`src/rtl/smi_agg_pkg.sv`:
```
`timescale 1ns/1ps
package smi_agg_pkg;
  localparam int STS_W = 16;

  // bit positions inside the status word
  localparam int B_REL  = 0;
  localparam int B_USB  = 1;
  localparam int B_PMC  = 3;
  localparam int B_PM1  = 4;
  localparam int B_GP   = 5;
  localparam int B_MIN  = 6;
  localparam int B_SWT  = 7;
  localparam int B_EXT  = 8;
  localparam int B_FWWE = 9;
  localparam int B_ECC  = 10;

  // sticky (stored) bits and live (summary) bits
  localparam logic [STS_W-1:0] STORE_MASK = 16'h07C9;
  localparam logic [STS_W-1:0] LIVE_MASK  = 16'h0032;

  typedef enum logic [2:0] {
    PS_S0C0 = 3'd0,
    PS_S0C1 = 3'd1,
    PS_S0C2 = 3'd2,
    PS_S1   = 3'd3,
    PS_S3   = 3'd4,
    PS_S4   = 3'd5,
    PS_S5   = 3'd6,
    PS_RSVD = 3'd7
  } pwr_state_e;

  function automatic logic ext_to_smi(input pwr_state_e s);
    return (s == PS_S0C0) || (s == PS_S0C1) || (s == PS_S0C2) || (s == PS_S1);
  endfunction

  function automatic logic ext_to_wake(input pwr_state_e s);
    return (s == PS_S1) || (s == PS_S3) || (s == PS_S4) || (s == PS_S5);
  endfunction
endpackage

```
`src/rtl/smi_rst_sync.sv`:
```
`timescale 1ns/1ps
module smi_rst_sync #(
  parameter int STAGES = 2
) (
  input  logic clk,
  input  logic rst_n_i,
  output logic rst_n_o
);
  logic [STAGES-1:0] sync_r;
  logic [STAGES-1:0] sync_nxt;

  always_comb begin
    sync_nxt = {sync_r[STAGES-2:0], 1'b1};
  end

  always_ff @(posedge clk or negedge rst_n_i) begin
    if (!rst_n_i) begin
      sync_r <= '0;
    end else begin
      sync_r <= sync_nxt;
    end
  end

  assign rst_n_o = sync_r[STAGES-1];
endmodule

```
`src/rtl/smi_ecc_qual.sv`:
```
`timescale 1ns/1ps
module smi_ecc_qual #(
  parameter int HOLD_CYC = 2
) (
  input  logic clk,
  input  logic rst_n,
  input  logic irq_i,
  input  logic serr_en_i,
  output logic hit_o
);
  localparam int CW = (HOLD_CYC > 2) ? $clog2(HOLD_CYC) : 1;
  localparam logic [CW-1:0] CMAX = CW'(HOLD_CYC - 1);

  logic [CW-1:0] run_r;
  logic [CW-1:0] run_nxt;
  logic          run_en;

  always_comb begin
    run_nxt = run_r;
    if (!irq_i) begin
      run_nxt = '0;
    end else if (run_r != CMAX) begin
      run_nxt = run_r + 1'b1;
    end
    run_en = (run_nxt != run_r);
  end

  always_ff @(posedge clk or negedge rst_n) begin
    if (!rst_n) begin
      run_r <= '0;
    end else if (run_en) begin
      run_r <= run_nxt;
    end
  end

  // unqualified mode: any high clock; qualified mode: held past the window
  assign hit_o = irq_i & (~serr_en_i | (run_r == CMAX));
endmodule

```
`src/rtl/smi_rise_det.sv`:
```
`timescale 1ns/1ps
module smi_rise_det (
  input  logic clk,
  input  logic rst_n,
  input  logic lvl_i,
  output logic rise_o
);
  logic prev_r;
  logic prev_en;

  always_comb begin
    prev_en = (lvl_i != prev_r);
  end

  always_ff @(posedge clk or negedge rst_n) begin
    if (!rst_n) begin
      prev_r <= 1'b0;
    end else if (prev_en) begin
      prev_r <= lvl_i;
    end
  end

  assign rise_o = lvl_i & ~prev_r;
endmodule

```
`src/rtl/smi_sticky_bank.sv`:
```
`timescale 1ns/1ps
module smi_sticky_bank #(
  parameter int             W    = 16,
  parameter logic [W-1:0]   MASK = '1
) (
  input  logic         clk,
  input  logic         rst_n,
  input  logic [W-1:0] set_i,
  input  logic [W-1:0] clr_i,
  output logic [W-1:0] q_o
);
  logic [W-1:0] q_r;
  logic [W-1:0] q_nxt;
  logic         upd;

  generate
    for (genvar g = 0; g < W; g++) begin : g_bit
      if (MASK[g]) begin : g_store
        // a set in the same cycle as a clear keeps the bit
        assign q_nxt[g] = set_i[g] | (q_r[g] & ~clr_i[g]);
      end else begin : g_none
        assign q_nxt[g] = 1'b0;
      end
    end
  endgenerate

  assign upd = |((set_i | clr_i) & MASK);

  always_ff @(posedge clk or negedge rst_n) begin
    if (!rst_n) begin
      q_r <= '0;
    end else if (upd) begin
      q_r <= q_nxt;
    end
  end

  assign q_o = q_r & MASK;
endmodule

```
`src/rtl/smi_req_route.sv`:
```
`timescale 1ns/1ps
module smi_req_route
  import smi_agg_pkg::*;
(
  input  logic [STS_W-1:0] sts_i,
  input  logic             ecc_smi_en_i,
  input  logic             pmc_en_i,
  input  logic             ext_en_i,
  input  pwr_state_e       pstate_i,
  output logic             smi_o,
  output logic             wake_o
);
  logic ext_live;
  logic ecc_path;
  logic pmc_path;
  logic ext_smi_path;
  logic fixed_path;

  always_comb begin
    ext_live     = sts_i[B_EXT] & ext_en_i;
    ecc_path     = sts_i[B_ECC] & ecc_smi_en_i;
    pmc_path     = sts_i[B_PMC] & pmc_en_i;
    ext_smi_path = ext_live & ext_to_smi(pstate_i);
    fixed_path   = sts_i[B_FWWE] | sts_i[B_MIN] | sts_i[B_REL];
    smi_o        = ecc_path | pmc_path | ext_smi_path | fixed_path;
    wake_o       = ext_live & ext_to_wake(pstate_i);
  end
endmodule

```
`src/rtl/smi_status_agg.sv`:
```
`timescale 1ns/1ps
module smi_status_agg
  import smi_agg_pkg::*;
#(
  parameter int GPIO_W   = 8,
  parameter int GP_W     = 8,
  parameter int PM1_W    = 8,
  parameter int USB_W    = 4,
  parameter int ECC_HOLD = 2
) (
  input  logic              clk,
  input  logic              rst_n,
  input  logic              ecc_irq,
  input  logic              ecc_serr_en,
  input  logic              ecc_smi_en,
  input  logic              fw_wr_en_cfg,
  input  logic [GPIO_W-1:0] gpio_lvl,
  input  logic [GPIO_W-1:0] gpio_smi_route,
  input  logic              ext_evt_en,
  input  logic [2:0]        pwr_state,
  input  logic              swt_expire,
  input  logic              minute_expire,
  input  logic              pmc_wr,
  input  logic              pmc_en,
  input  logic              rel_req_wr,
  input  logic              fw_rel_en,
  input  logic [GP_W-1:0]   gp_sts_vec,
  input  logic [PM1_W-1:0]  pm1_sts_vec,
  input  logic [USB_W-1:0]  usb_sts,
  input  logic [USB_W-1:0]  usb_en,
  input  logic              reg_wr,
  input  logic [STS_W-1:0]  reg_wdata,
  output logic [STS_W-1:0]  reg_rdata,
  output logic              smi_req,
  output logic              wake_req
);
  logic             rst_sync_n;
  logic             ecc_hit;
  logic             fwwe_rise;
  logic [STS_W-1:0] set_vec;
  logic [STS_W-1:0] clr_vec;
  logic [STS_W-1:0] sts_q;
  logic [STS_W-1:0] live_vec;
  pwr_state_e       pstate;

  smi_rst_sync #(.STAGES(2)) i_rst_sync (
    .clk     (clk),
    .rst_n_i (rst_n),
    .rst_n_o (rst_sync_n)
  );

  smi_ecc_qual #(.HOLD_CYC(ECC_HOLD)) i_ecc_qual (
    .clk       (clk),
    .rst_n     (rst_sync_n),
    .irq_i     (ecc_irq),
    .serr_en_i (ecc_serr_en),
    .hit_o     (ecc_hit)
  );

  smi_rise_det i_fwwe_rise (
    .clk    (clk),
    .rst_n  (rst_sync_n),
    .lvl_i  (fw_wr_en_cfg),
    .rise_o (fwwe_rise)
  );

  always_comb begin
    set_vec         = '0;
    set_vec[B_ECC]  = ecc_hit;
    set_vec[B_FWWE] = fwwe_rise;
    set_vec[B_EXT]  = |(gpio_lvl & gpio_smi_route);
    set_vec[B_SWT]  = swt_expire;
    set_vec[B_MIN]  = minute_expire;
    set_vec[B_PMC]  = pmc_wr;
    set_vec[B_REL]  = rel_req_wr & fw_rel_en;
    clr_vec         = reg_wr ? (reg_wdata & STORE_MASK) : '0;
  end

  smi_sticky_bank #(.W(STS_W), .MASK(STORE_MASK)) i_bank (
    .clk   (clk),
    .rst_n (rst_sync_n),
    .set_i (set_vec),
    .clr_i (clr_vec),
    .q_o   (sts_q)
  );

  always_comb begin
    live_vec        = '0;
    live_vec[B_GP]  = |gp_sts_vec;
    live_vec[B_PM1] = |pm1_sts_vec;
    live_vec[B_USB] = |(usb_sts & usb_en);
    reg_rdata       = sts_q | (live_vec & LIVE_MASK);
    pstate          = pwr_state_e'(pwr_state);
  end

  smi_req_route i_route (
    .sts_i        (sts_q),
    .ecc_smi_en_i (ecc_smi_en),
    .pmc_en_i     (pmc_en),
    .ext_en_i     (ext_evt_en),
    .pstate_i     (pstate),
    .smi_o        (smi_req),
    .wake_o       (wake_req)
  );
endmodule

```
`config.mk`:
```
export PLATFORM = sky130hd
export DESIGN_NAME = smi_status_agg
export DESIGN_NICKNAME = d
export VERILOG_FILES = /design/src/rtl/smi_agg_pkg.sv /design/src/rtl/smi_rst_sync.sv /design/src/rtl/smi_ecc_qual.sv /design/src/rtl/smi_rise_det.sv /design/src/rtl/smi_sticky_bank.sv /design/src/rtl/smi_req_route.sv /design/src/rtl/smi_status_agg.sv
export SDC_FILE = /design/constraint.sdc
export NUM_CORES = 1
export LEC_CHECK = 0
export BUFFER_PORTS_ARGS = -buffer_cell sky130_fd_sc_hd__buf_2
export CAP_MARGIN = 20
export CORE_MARGIN = 4
export CORE_UTILIZATION = 27
export CTS_CLUSTER_DIAMETER = 100
export DETAILED_ROUTE_END_ITERATION = 16
export GPL_TIMING_DRIVEN = 0
export PLACE_DENSITY = 0.77
export REMOVE_ABC_BUFFERS = 1
export SKIP_CTS_REPAIR_TIMING = 1
export SLEW_MARGIN = 20
export SYNTH_ARGS = -nofsm -noshare
export SYNTH_HDL_FRONTEND = slang
export SYNTH_SLANG_ARGS = --single-unit
```
`constraint.sdc`:
```
create_clock -name clk -period 0.8 [get_ports clk]
set_input_delay 0.16 -clock clk [delete_from_list [all_inputs] [get_ports clk]]
set_output_delay 0.16 -clock clk [all_outputs]
set_load 0.05 [all_outputs]
```
# Word-level counts from Yosys, hierarchy flattened
# Cells that the tools add are included.
# classes
bitwise_logic	41
reduce_logical	12
mux	3
eq_ne	8
n_addsub	1
# op_table
operator	count
OR reduction 8 bit	3
bitwise AND 1 bit	15
bitwise OR 1 bit	13
two-way mux 11 bit	1
bitwise OR 11 bit	1
bitwise OR 11 x 6 -> 11 bit	1
equality test 3 bit (second input constant)	3
NOT 1 bit	9
bitwise AND 8 bit	1
OR reduction 7 bit	1
equality test 3 x 2 -> 1 bit (second input constant)	2
logical OR 1 bit	6
bitwise AND 4 bit	1
OR reduction 4 bit	1
equality test 3 x 1 -> 1 bit (second input constant)	1
logical NOT 3 bit	1
two-way mux 1 bit	2
inequality test 1 bit	2
adder 1 bit (second input constant)	1
# totals
wordCells	69
out_inout_bits	18
in_bits	73
ff_bits	11

# Logic depth before layout (Yosys ltp)
# Gate-level depths: netlist of run 1.
# logic_depth
ltp_word	7
ltp_mapped	3
depth_no_buf	3

# Modules after synthesis
# A second synthesis of run 1 with hierarchy kept.
# hier_totals
hier_cells	74
area_unflattened_um2	678.2
# by_module_without_submodules
mod	area_each_um2	seq_area_each_um2	instances	cells_per_inst
smi_sticky_bank	325.3	175.2	1	31
smi_status_agg	148.9	0.0	1	25
smi_rise_det	56.3	25.0	1	4
smi_rst_sync	53.8	50.0	1	3
smi_req_route	50.0	0.0	1	7
smi_ecc_qual	43.8	25.0	1	4

# Worst setup path after synthesis of run 1
# OpenSTA, ideal clock, no wires.
# synth_path
kind	register to output
startpoint	register i_bank.q_r[8]
endpoint	output smi_req
arrival_ns	1.558
n_path_buf	0
stages_incl_launch_ff	3
t_required_ns	0.640
slack_ns	-0.918
path_cell_list	dfrtp_1 > nand2_1 > o211ai_1
# synth_between
elab_chain_len	4
# synth_lines
item	line	text
start, declared	smi_sticky_bank.sv:12	logic [W-1:0] q_r;
start signal, assigned	smi_sticky_bank.sv:33	q_r <= q_nxt;
bitwise AND 1 bit	smi_req_route.sv:20	ext_live = sts_i[B_EXT] & ext_en_i;
bitwise AND 1 bit	smi_req_route.sv:23	ext_smi_path = ext_live & ext_to_smi(pstate_i);
bitwise OR 1 bit (2 in series)	smi_req_route.sv:25	smi_o = ecc_path | pmc_path | ext_smi_path | fixed_path;
end, declared	smi_status_agg.sv:34	output logic smi_req,
# Every way passes these cells.

# Worst setup path in the final report of run 1
# layout_path
startpoint	register i_bank.q_r[3]
endpoint	output smi_req
# layout_between
elab_chain_len	4
# layout_lines
item	line	text
bitwise AND 1 bit	smi_req_route.sv:22	pmc_path = sts_i[B_PMC] & pmc_en_i;
bitwise OR 1 bit (3 in series)	smi_req_route.sv:25	
# Every way passes these cells.

==> summary.txt, run 1 <==
Status
  – Outcome: finished, violations left
  – Failing checks: setup timing

Synthesis
  – Seq/Total Area, Yosys: 48.4%
  – Yosys cell types: 19
  – #FFs+latches synth: 11
  – Mean Syn Cell Area: 9.82 um2
  – Synth Cell Area: 569 um2
  – Gate Count Post-Synth: 58
  – Synth warn: 0

Layout
  – Fill cells: 170
  – Synthesis-to-layout area growth: 121%
  – Final #Nets: 218
  – Most common cell after layout, fill and taps aside: buf_2
  – Cell area after layout: 1260 um2
  – Ant. Diodes: 0
  – Finished Core Util: 63.4%
  – Layout cells sized above 1: 68.5%
  – Most frequent cells in the layout: buf_2, buf_6, nand2_1, dfrtp_1

Clock tree
  – Cts bufs inserted: 3
  – Clk pin slew, worst setup/hold paths: 0.07 ns
  – Clk root buf: clkbuf_4
  – Clock tree buffer depth: 2
  – CTS tree: done
  – Clk_lat worst skew: 0.26 ns
  – Total number of H-tree levels: 1
  – CTS Sinks: 11

Worst setup path
  – Critical Path RT: 0.64 ns
  – Crit path launch type: flip-flop
  – Crit path kind: flip-flop to output port
  – CP Capture Type: output port
  – Crit-path max FO: 3
  – Reg-to-reg slack, setup: -0.26 ns
  – Critical Path AT: 1.15 ns
  – R2R Path Start: i_fwwe_rise.prev_r
  – Worst setup path start: i_bank.q_r[3]

Floorplanning
  – Core ar.: 1980 um2
  – Die H: 53.9 um
  – Die ar.: 2910 um2
  – Die Wd: 53.9 um
  – Num rows: 16
  – Initial Util: 28.7%
  – I/O Pins: 91

Drt
  – DR pass1 iterations: 4
  – Wire per inst: 12.4 um
  – Vias after detailed routing: 763
  – WL final: 2100 um
  – DRC Markers: 0
  – DRT iter0 DRCs: 4
  – DRT antenna net count: 0
  – Avg Vias per Cell: 4.49

Placement
  – PortBufs: 75
  – Placer Congestion: 0.614
  – Hpwl dp: 1640 um
  – Dpl ws: -0.320 ns
  – Placed cell areas: 948 um2

Timing
  – Final Hold Viols: 0
  – Final worst slack: -0.509 ns
  – Final-report max-slew violation count: 0
  – Max Freq: 0.764 GHz
  – RSZ-0062 raised after global routing: true
  – Setup tns final: -3.35 ns
  – Clock skew: 0.00276 ns
  – Period utilisation layout: 164%
  – Final setup fails: 18
  – Tmin final: 1.31 ns

Power and ir drop
  – Leakage power: 0.640 nW
  – Sw Share: 35.5%
  – Peak VDD IR: 0.00148 V
  – Reg power frac: 34.7%
  – Pwr/cell area: 1600 nW/um2
  – Clk network pwr share: 18.2%
  – Design Power: 2.01 mW
  – Logic gate share of total power: 47.1%
  – P_sw: 0.714 mW
  – Pint: 1.30 mW

GRT
  – Initial antenna violation count: 0
  – Largest net degree at the start of global routing: 10
  – Total track usage: 11.8%
  – Final global-route overflow total: 0
  – First-pass GRT wire length: 2490 um
  – Vias in the first global route: 666

Worst hold path
  – Hold WC Path Type: input port to flip-flop
  – Worst Min Path Start: swt_expire

Flow run
  – Max-cap viol count: 0
[per-layer routing]
layer	global-route usage, %	part of all wire (%)	vias up
met5	0	0	-
met4	5.11	0	0
met1	10.8	30	339
met2	23.4	54	56
met3	3.32	16	0
li1	-	-	368
[power groups by stage]
stage / Combinational [mW] / Sequential, mW / Clock, mW
6_report: 0.949 / 0.698 / 0.366
2_1_floorplan: 0.238 / 0.839 / 0
5_1_grt: 1.01 / 0.710 / 0.413
4_1_cts: 0.629 / 0.685 / 0.387
3_5_place_dp: 0.627 / 0.696 / 0
3_3_place_gp: 0.613 / 0.695 / 0
[state kept, by name, indices dropped and copies added (netlist names)]
register / count
i_bank.q_r: 7
i_rst_sync.sync_r: 2
i_fwwe_rise.prev_r: 1
i_ecc_qual.run_r: 1
[Yosys cell counts, drive strengths merged]
cell type  number  share of area (%)
nand2          12                7.9
a22o            2                3.1
nand2b          1                1.1
nor3            1               0.88
nor4            4                4.4
nand4           1                1.1
inv             1               0.66
buf             6                7.9
xor2            1                1.5
nor2            1               0.66
clkbuf          1               0.66
dfrtp          11                 48
conb            2                1.3
mux2            1                2.0
a21o            4                5.3
a222oi          1                1.8
ha              1                2.2
a22oi           6                7.9
o211ai          1                1.3
[stage by stage]
stage / hold slack [ns] / instances
global placement: -0.0528 / 158
detailed placement: -0.0479 / 158
CTS: -0.341 / 162
finish: 0.0754 / 170
floorplan: -0.136 / 56
global route: 0.0693 / 170
[worst paths after layout]
path	endpoint	cells past startpoint
min in group asynchronous	i_bank.q_r[8]	0
worst max register to register	i_fwwe_rise.prev_r	3
worst min-delay path	i_bank.q_r[7]	2
worst min register to register	i_bank.q_r[8]	0
worst max-delay path	smi_req	3
max in group asynchronous	i_bank.q_r[10]	0
[critical path, stage by stage (launching register included)]
cell      delay (ns)
dfrtp_1         0.41
a22oi_2         0.17
o211ai_1        0.11
buf_4           0.20
[cell type report]
type | count | area (um2) | share of cell area, %
multi-input combinational | 44 | 353 | 28.1
inverter | 1 | 3.75 | 0.299
clock inverter | 1 | 5.00 | 0.398
sequential | 11 | 275 | 21.9
tap | 27 | 33.8 | 2.69
clock buffer | 3 | 22.5 | 1.79
timing repair buffer | 83 | 563 | 44.8
[cells by family after synthesis]
family          synth area share [%]
other cells                     1.32
fa+ha+maj                       2.20
compound gates                  19.3
flops                           48.4
simple gates                    16.0
buf+inv                         9.23
xor+xnor                        1.54
mux                             1.98
Note: power is estimated with default switching activity, not from simulation.
==> run 2: changes to the inputs <==
--- a/config.mk
+++ b/config.mk
@@ -8,14 +8,15 @@
 export BUFFER_PORTS_ARGS = -buffer_cell sky130_fd_sc_hd__buf_2
 export CAP_MARGIN = 20
 export CORE_MARGIN = 4
-export CORE_UTILIZATION = 27
+export CORE_UTILIZATION = 30
 export CTS_CLUSTER_DIAMETER = 100
 export DETAILED_ROUTE_END_ITERATION = 16
 export GPL_TIMING_DRIVEN = 0
-export PLACE_DENSITY = 0.77
+export PLACE_DENSITY = 0.78
 export REMOVE_ABC_BUFFERS = 1
 export SKIP_CTS_REPAIR_TIMING = 1
 export SLEW_MARGIN = 20
 export SYNTH_ARGS = -nofsm -noshare
 export SYNTH_HDL_FRONTEND = slang
+export SYNTH_HIERARCHICAL = 1
 export SYNTH_SLANG_ARGS = --single-unit
==> run 2 against run 1 <==
  * Highest routed layer is now met4
  * Critical path type unchanged
  * First-iteration DRC count rose to 3.3 times the previous value
  * Setup slack worse by 0.059 ns
  * Largest cell class unchanged
  * Power up 0.81%
  * Clock power about the same
  * Via count up 7.3%
  * Sequential share of layout area down 0.19 points
  * The run still ends with setup timing left
  * Cell area up 0.90%
  * Cell count up 7.1%
  * Worst hold slack worse by 0.059 ns
==> summary.txt, run 2 <==
Status
  – Outcome: finished, violations left
  – Failing checks: setup timing

Worst setup path
  – Crit path max-delay family: flip-flops
  – Reg2reg path depth: 3 (unchanged)
  – CP max stage delay: 0.40 ns (about the same)
  – CP Buf/Inv Count: 1 (unchanged)
  – R2R Path Start: i_fwwe_rise/prev_r
  – CP cell instances: nor3_2 > o211ai_1 > buf_4
  – Crit path launch type: flip-flop
  – Reg-to-reg slack, setup: -0.30 ns (-0.04 ns)
  – Crit-path max FO: 3 (unchanged)
  – Worst path slowest cell: dfrtp_1
  – Critical Path RT: 0.64 ns (about the same)
  – CP Capture Type: output port
  – Reg2reg end: i_fwwe_rise/prev_r
  – Crit path kind: flip-flop to output port
  – Critical Path AT: 1.21 ns (+0.06 ns)
  – Worst setup path start: i_bank/q_r[0]

Layout
  – Biggest registers after layout: i_bank/q_r x7, i_rst_sync/sync_r x2
  – Most flop-heavy register: i_bank/q_r
  – Max reg flops: 7 (unchanged)
  – Synthesis-to-layout area growth: 87.9%
  – Most frequent cells in the layout: buf_2, buf_6, dfrtp_1, conb_1
  – Layout cells sized above 1: 59.4% (-9.2 points)
  – Most common cell after layout, fill and taps aside: buf_2
  – Ant. Diodes: 0 (unchanged)
  – Fin cells: 182 (+7.1%)
  – Final #Nets: 230 (+5.5%)
  – Fill cells: 178 (+4.7%)

GRT
  – Final global-route overflow total: 0 (unchanged)
  – First-pass GRT wire length: 3540 um (+42%)
  – Vias in the first global route: 833 (+25%)
  – Initial antenna violation count: 0 (unchanged)
  – Largest net degree at the start of global routing: 10 (unchanged)
  – Total track usage: 13.9% (+2.1 points)

Floorplanning
  – I/O Pins: 91 (unchanged)
  – Core ar.: 2040 um2 (+3.0%)
  – Num rows: 16 (unchanged)
  – Die ar.: 3070 um2 (+5.6%)
  – Initial Util: 33.0% (+4.3 points)
  – Die H: 55.4 um (+2.8%)
  – Die Wd: 55.4 um (+2.8%)

Placement
  – Placer Congestion: 0.758 (+24%)
  – Hpwl dp: 1840 um (+12%)
  – Cell Count Post-Placement: 173 (+9.5%)
  – PortBufs: 75 (unchanged)

Timing
  – RSZ-0062 raised after global routing: true
  – Clock skew: 0.00163 ns (-0.00113 ns)
  – Final setup fails: 14 (-4)
  – Final-report max-slew violation count: 0 (unchanged)
  – Final Hold Viols: 0 (unchanged)
  – Hold Worst Slack: 0.0167 ns (-0.0588 ns)
  – Max Freq: 0.731 GHz (-4.3%)
  – Final worst slack: -0.568 ns (-0.0586 ns)
  – Tmin final: 1.37 ns (+0.0586 ns)
  – Period utilisation layout: 171% (+7.3 points)

Power and ir drop
  – Design Power: 2.03 mW (+0.81%)
  – Leakage power: 0.667 nW (+4.2%)
  – Peak VDD IR: 0.00137 V (-7.9%)
  – Pwr/cell area: 1600 nW/um2 (about the same)

Drt
  – DRC Markers: 0 (unchanged)
  – Vias after detailed routing: 819 (+7.3%)
  – Avg Vias per Cell: 4.50 (+0.26%)
  – DRT antenna net count: 0 (unchanged)
  – Wire per inst: 12.6 um (+1.8%)
  – DRT iter0 DRCs: 13 (+9)
  – DR pass1 iterations: 4 (unchanged)
  – WL final: 2290 um (+8.9%)

Synthesis
  – Synth warn: 6 (+6)
  – Gate Count Post-Synth: 73 (+26%)
  – Synth Cell Area: 674 um2 (+18%)
  – Mean Syn Cell Area: 9.24 um2 (-5.9%)

Worst hold path
  – Worst Hold End: i_ecc_qual/run_r
  – Hold Crit Depth: 1 (-1)
  – Worst Min Path Start: ecc_irq
  – Hold WC Path Type: input port to flip-flop

Clock tree
  – Clk root buf: clkbuf_4
  – Cts bufs inserted: 3 (unchanged)
  – Clock tree buffer depth: 2 (unchanged)
  – Total number of H-tree levels: 1 (unchanged)
  – Clk pin slew, worst setup/hold paths: 0.07 ns (about the same)
  – CTS Sinks: 11 (unchanged)
  – Clk_lat worst skew: 0.26 ns (about the same)
  – CTS tree: done

Flow run
  – Max-cap viol count: 0 (unchanged)
run 2: how the worst max path moves through the flow:
stage	endpoint	slack, ns	depth (start not counted)
floorplan	smi_req	-0.94	2
global placement	smi_req	-0.36	3
detailed placement	smi_req	-0.38	3
CTS	smi_req	-0.68	3
global route	smi_req	-0.64	3
finish	smi_req	-0.57	3
run 2: layout make-up:
cell class                      count  area (um2)  share of cell area, %
Timing Repair Buffer               80         519                   41.0
Multi-Input combinational cell     51         379                   29.9
Sequential cell                    11         275                   21.7
Inverter                            9        33.8                   2.67
Tap cell                           27        33.8                   2.67
Clock buffer                        4        26.3                   2.07
run 2: metal layers:
| metal | up-vias | part of all wire, % | wire length, um | global-route usage (%) |
|---|---|---|---|---|
| li1 | 394 | - | - | - |
| met1 | 366 | 36 | 835 | 13.9 |
| met2 | 57 | 50 | 1140 | 25.3 |
| met3 | 2 | 13 | 298 | 6.29 |
| met4 | 0 | 0.61 | 14 | 4.17 |
| met5 | - | 0 | 0 | 0 |
run 2: worst register-to-register path: stages (launching register included):
cell	delay [ns]
dfrtp_1	0.38
inv_2	0.06
ha_4	0.26
mux2_4	0.29
run 2: power by group:
group          total [mW]  switching, mW  internal [mW]
Clock               0.369          0.177          0.193
Sequential          0.708         0.0751          0.633
Combinational       0.952          0.473          0.480
Total                2.03          0.725           1.30
run 2: through the flow:
step                      worst slack, ns  area [um2]  TNS, ns  utilization, %
final                              -0.568        1270    -3.42            62.1
after global routing               -0.644        1270    -4.03            62.1
after CTS                          -0.681        1070    -4.16            52.3
after detailed placement           -0.385        1040    -1.65            51.0
after global placement             -0.357        1040    -1.41            51.0
after floorplan                    -0.941         633    -2.99               -
